File: src/rtl/key_unlock.sv
module key_unlock #(
  parameter int KEY_BYTES = 8,
  parameter int CODE_W = 8,
  parameter logic [CODE_W-1:0] CMP_CODE = 8'h0C,
  localparam int KW = 8 * KEY_BYTES
) (
  input  logic              clk,
  input  logic              rst_n,
  input  logic [7:0]        cfg_byte,
  input  logic [KW-1:0]     stored_key,
  input  logic [CODE_W-1:0] cmd_code,
  input  logic [KW-1:0]     cmd_key,
  input  logic              cmd_launch,
  input  logic              mass_erase_req,
  output logic [1:0]        key_en,
  output logic [1:0]        sec_state,
  output logic              secured,
  output logic              pass,
  output logic              fail,
  output logic              access_err,
  output logic              locked,
  output logic              prot_viol
);
  logic [7:0] sec_reg;
  logic loaded;
  logic [KEY_BYTES-1:0] b_eq, b_zero, b_ones;

  for (genvar i = 0; i < KEY_BYTES; i++) begin : g_byte
    assign b_eq[i]   = cmd_key[8*i +: 8] == stored_key[8*i +: 8];
    assign b_zero[i] = stored_key[8*i +: 8] == 8'h00;
    assign b_ones[i] = stored_key[8*i +: 8] == 8'hFF;
  end

  wire key_blank = (&b_zero) | (&b_ones);
  wire key_good  = (&b_eq) & ~key_blank;
  wire accept    = loaded & cmd_launch & (cmd_code == CMP_CODE);
  wire gate_ok   = (key_en == 2'b10) & ~locked;

  assign key_en    = sec_reg[7:6];
  assign sec_state = sec_reg[1:0];
  assign secured   = sec_state != 2'b10;

  always_ff @(posedge clk) begin
    if (!rst_n) begin
      sec_reg    <= '0;
      loaded     <= 1'b0;
      pass       <= 1'b0;
      fail       <= 1'b0;
      access_err <= 1'b0;
      locked     <= 1'b0;
      prot_viol  <= 1'b0;
    end else begin
      if (!loaded) begin
        sec_reg <= cfg_byte;
        loaded  <= 1'b1;
      end
      if (accept) begin
        pass       <= gate_ok & key_good;
        fail       <= gate_ok & ~key_good;
        access_err <= ~gate_ok;
        if (gate_ok & key_good) sec_reg[1:0] <= 2'b10;
        if (gate_ok & ~key_good) locked <= 1'b1;
      end
      if (loaded & mass_erase_req & secured) prot_viol <= 1'b1;
    end
  end
endmodule


File: config.mk
export PLATFORM = sky130hd
export DESIGN_NAME = key_unlock
export DESIGN_NICKNAME = d
export VERILOG_FILES = /design/src/rtl/key_unlock.sv
export SDC_FILE = /design/constraint.sdc
export NUM_CORES = 1
export LEC_CHECK = 0
export BUFFER_PORTS_ARGS = -buffer_cell sky130_fd_sc_hd__buf_2
export CAP_MARGIN = 20
export CORE_MARGIN = 4
export CORE_UTILIZATION = 38
export CTS_CLUSTER_DIAMETER = 60
export DETAILED_ROUTE_END_ITERATION = 10
export PLACE_DENSITY = 0.95
export SYNTH_ARGS = -nofsm -noshare
export SYNTH_HDL_FRONTEND = slang
export SYNTH_SLANG_ARGS = --single-unit
File: constraint.sdc
create_clock -name clk -period 2.5 [get_ports clk]
set_input_delay 0.5 -clock clk [delete_from_list [all_inputs] [get_ports clk]]
set_output_delay 0.5 -clock clk [all_outputs]
set_load 0.01 [all_outputs]
# [Word-level counts from Yosys, hierarchy flattened]
# Cells that the tools add are included.
[op_classes] n_div=0 n_eq_ne=19 n_mul=0 reduce_logical=12 bitwise_logic=13 n_shift=0 mux=4 order_cmp=0 n_addsub=0
[op_table] operator="$eq A8 B8 Y1" n=8
[op_table] operator="$eq A8 B8 Y1 const B" n=8
[op_table] operator="$logic_not A8 Y1" n=8
[op_table] operator="$reduce_and A8 Y1" n=3
[op_table] operator="$and A1 B1 Y1" n=8
[op_table] operator="$eq A8 B4 Y1 const B" n=1
[op_table] operator="$mux W2" n=3
[op_table] operator="$not A1 Y1" n=4
[op_table] operator="$eq A2 B2 Y1 const B" n=1
[op_table] operator="$ne A2 B2 Y1 const B" n=1
[op_table] operator="$reduce_and A2 Y1" n=1
[op_table] operator="$mux W1" n=1
[op_table] operator="$or A1 B1 Y1" n=1
[totals] register_bits=14 mem_bits_ro=0 latch_bits=0 n_memories=0 out_inout_bits=10 wordCells=56 ramBits=0

# [Depth between registers and ports, before layout]
[depth] ltp_word=8 mapped_depth=6 mapped_depth_nobuf=5

# [Worst setup path after synthesis]
# Ideal clock, no wire load.
[synth_path] kind="input to register" start="input cmd_key[37]" end="register sec_reg[1]" stages=5 setup_slack_ps=855 setup_time_ps=61 required_time_ps=2439 t_arrival_ps=1584 cell_sequence="xor2_1 -> nor4_2 -> nand4_1 -> nor4_2 -> a32o_1"
[synth_between] elab_chain_cells=6
[synth_lines] item="start, declared" line_no="12" rtl="input logic [KW-1:0] cmd_key,"
[synth_lines] item="$eq A8 B8 Y1" line_no="29" rtl="assign b_eq[i] = cmd_key[8*i +: 8] == stored_key[8*i +: 8];"
[synth_lines] item="$reduce_and A8 Y1" line_no="35" rtl="wire key_good = (&b_eq) & ~key_blank;"
[synth_lines] item="$and A1 B1 Y1" line_no="35"
[synth_lines] item="$and A1 B1 Y1" line_no="61" rtl="if (gate_ok & key_good) sec_reg[1:0] <= 2'b10;"
[synth_lines] item="$mux W2" line_no="61"
[synth_lines] item="$mux W2" line_no="57" rtl="if (accept) begin"
[synth_lines] item="end signal, assigned" line_no="54" rtl="sec_reg <= cfg_byte;"
[synth_lines] item="end, declared" line_no="24" rtl="logic [7:0] sec_reg;"
# No other way between the ends.
# A chain may end at the register's enable or synchronous reset.

# [Worst setup path in the final report]
[layout_path] start="input cmd_key[58]" end="register sec_reg[1]"
# The elaborated chain is that of the path after synthesis.

==> impl_results.md <==
* Largest family of logic cells by synthesized area: simple AND/OR/NAND/NOR gates
* Cells after Synth at 169
* # resized after CTS at 0
* Clock skew at 4.31 ps
* H-tree Lvls at 1
* Vias in the first global route at 2165
* CTS Buf Count at 3
* DRC errors left at 0
* Number of setup buffers added after CTS at 0
* Mux cell area share after synthesis at 2.95%
* Final period utilization at 72.6%
* Synthesized area at 0.00144 sq mm
* First-iteration detailed-routing DRC count at 100
* Initial Util at between 30% and 40%
* Nets at 474
* Uppermost layer routed: met4
* Initial antenna violation count at 0
* Seq/Total Area, Yosys at 13.9%
* Compound-Gate Fraction of Synth Area at 3.91%
* CORE AREA at 0.00366 sq mm
* Clk Latency, worst-skew pair at 230 ps
* Endpoints failing hold at 0
* Post-synthesis adder-cell area fraction at 0%
* WL met1 at ~2200 um
* Maximum clock insertion buffer count at 2
* Reg clk slew, reported paths at 50 ps
* Placed Instances at roughly 370
* Peak VDD IR at 140 uV
* RD Place Congestion at 0.879
* Dpl hpwl at 5610 um
* Root Buffer: clkbuf_8
* Metal2 WL at 3230 um
* Kind of critical path: in2reg
* Synth Net Count at 317
* Drt wl/cell at 16.8 um
* Crit end category: register
* Max_cap viols at 0
* Largest net degree at the start of global routing at 12
* DRT antenna net count at 0
* Most common cell after layout, fill and taps aside: buf_2
* CP startpoint kind: input pin
* Synth Area in XOR/XNOR at 38.9%
* Critical path required time at about 2700 ps
* Ys flop type: dfxtp_1
* Setup violations, final at 0
* Syn avg cell area at 8.53 sq um
* N_diodes at 0
* I/O pin count at 158
* Largest register FFs at 4
* GR Util All Layers at 25.0%
* Full die area at approximately 0.0048 sq mm
* Die width at between 60 and 70 um
* TritonCTS Sinks at 10
* Setup slack after layout at 686 ps
* Gr ovfl total at 0
* Rel. slew slack at 64.2%
* EDFF count, synth at 0
* Status: finished, final reports clean
* Share of cells above drive strength 1 at about half
* Final WL at 6230 um
* FMAX at 551 MHz
* CTS Hold Bufs at 0
* Layout Area Growth over Synthesis at 59.6%
* Met3 routed wirelength at 571 um
* IO Port Bufs at 153
* RSZ-0062 raised after global routing: false
* Critical Path Fanout Max at 5
* First-pass GRT wire length at approximately 9700 um
* Most frequent cells in the layout: 153 x buf_2, 64 x xor2_1, 32 x nor4_1
* Drt pass-1 iters at 4
* Hold WC Path Type: in2reg
* Setup slack at placement at 467 ps
* Rows at 22
* P per Cell Area at 274 mW/mm^2
* Vias at 2043
* Tmin final at approximately 1800 ps
* Die height at 69.6 um
* Synth warn at 0
* Post-synthesis sequential element count at 10
* Fin cells at 372
* TNS Setup at 0 ps
* Netlist cell types at 27
* Via density at 5.49
* Pins Over Slew Limit at 0
* WP data arrival at 1990 ps
* Worst slew pin tran at between 500 and 600 ps
* Simple-gate portion of the synthesized area at 39.6%
* LEAKAGE at 1.11 nW
* Asr flop ratio synth at 0%
* TritonCTS clock tree: built
[where the power goes]
group / total [mW] / internal, mW / leakage (nW) / switching (mW)
combinational: 0.295 / 0.147 / 1.01 / 0.147
sequential: 0.172 / 0.166 / 0.0820 / 0.00579
clock: 0.164 / 0.105 / 0.0216 / 0.0586
total: 0.630 / 0.418 / 1.11 / 0.212
[per-layer routing]
| layer | global-route usage [%] | vias to the layer above |
|---|---|---|
| li1 | - | 975 |
| met1 | 27.1 | 914 |
| met2 | 46.3 | 128 |
| met3 | 4.49 | 26 |
| met4 | 11.5 | 0 |
| met5 | 0 | - |
[cells in the mapped netlist, drive strengths merged, types with 2 or more instances]
| master | instances | area [sq um] |
|---|---|---|
| xor2 | 64 | 561 |
| nor4 | 39 | 288 |
| nand4 | 25 | 163 |
| dfxtp | 10 | 200 |
| nor2b | 3 | 18.8 |
| o21ai | 3 | 15.0 |
| a21oi | 2 | 10.0 |
| a31oi | 2 | 12.5 |
| and2 | 2 | 12.5 |
| mux2 | 2 | 22.5 |
| mux2i | 2 | 20.0 |
| nor2 | 2 | 7.51 |
| nor3 | 2 | 10.0 |
[worst max-delay path: stages]
cell,delay (ps)
buf_2,110
xor2_1,170
nor4_2,290
nand4_1,170
nor4_2,500
a32o_1,240
[area by class of cell]
class / instances / area (sq um)
clock buffer: 3 / 41.3
multi-input combinational: 157 / 1230
timing repair buffer: 153 / 766
tap: 48 / 60.1
sequential: 10 / 200
fill: 335 / 1360
inverter: 1 / 3.75
[final timing paths]
path / from / slack, ps / endpoint / depth (start not counted)
max: cmd_key[58] / 690 / sec_reg[1] / 6
min: rst_n / 490 / loaded / 1
max reg2reg: loaded / 790 / sec_reg[1] / 5
min reg2reg: prot_viol / 530 / prot_viol / 2
[through the flow]
step                hold WS [ps]  power [mW]  cell area, sq um  util [%]
global route                 498       0.667              2300      62.9
CTS                          487       0.632              2300      62.9
finish                       489       0.630              2300      62.9
detailed placement           532       0.467              2260      61.7
floorplan                    527       0.278              1440         -
global placement             468       0.457              2260      61.7
[logic make-up after synthesis]
family	count (synthesis)
multiplexers	4
AND/OR/NAND/NOR	80
flip-flops	10
AO/OA/AOI/OAI	9
XOR/XNOR	64
buffers and inverters	2
Note: power is estimated with default switching activity, not from simulation.
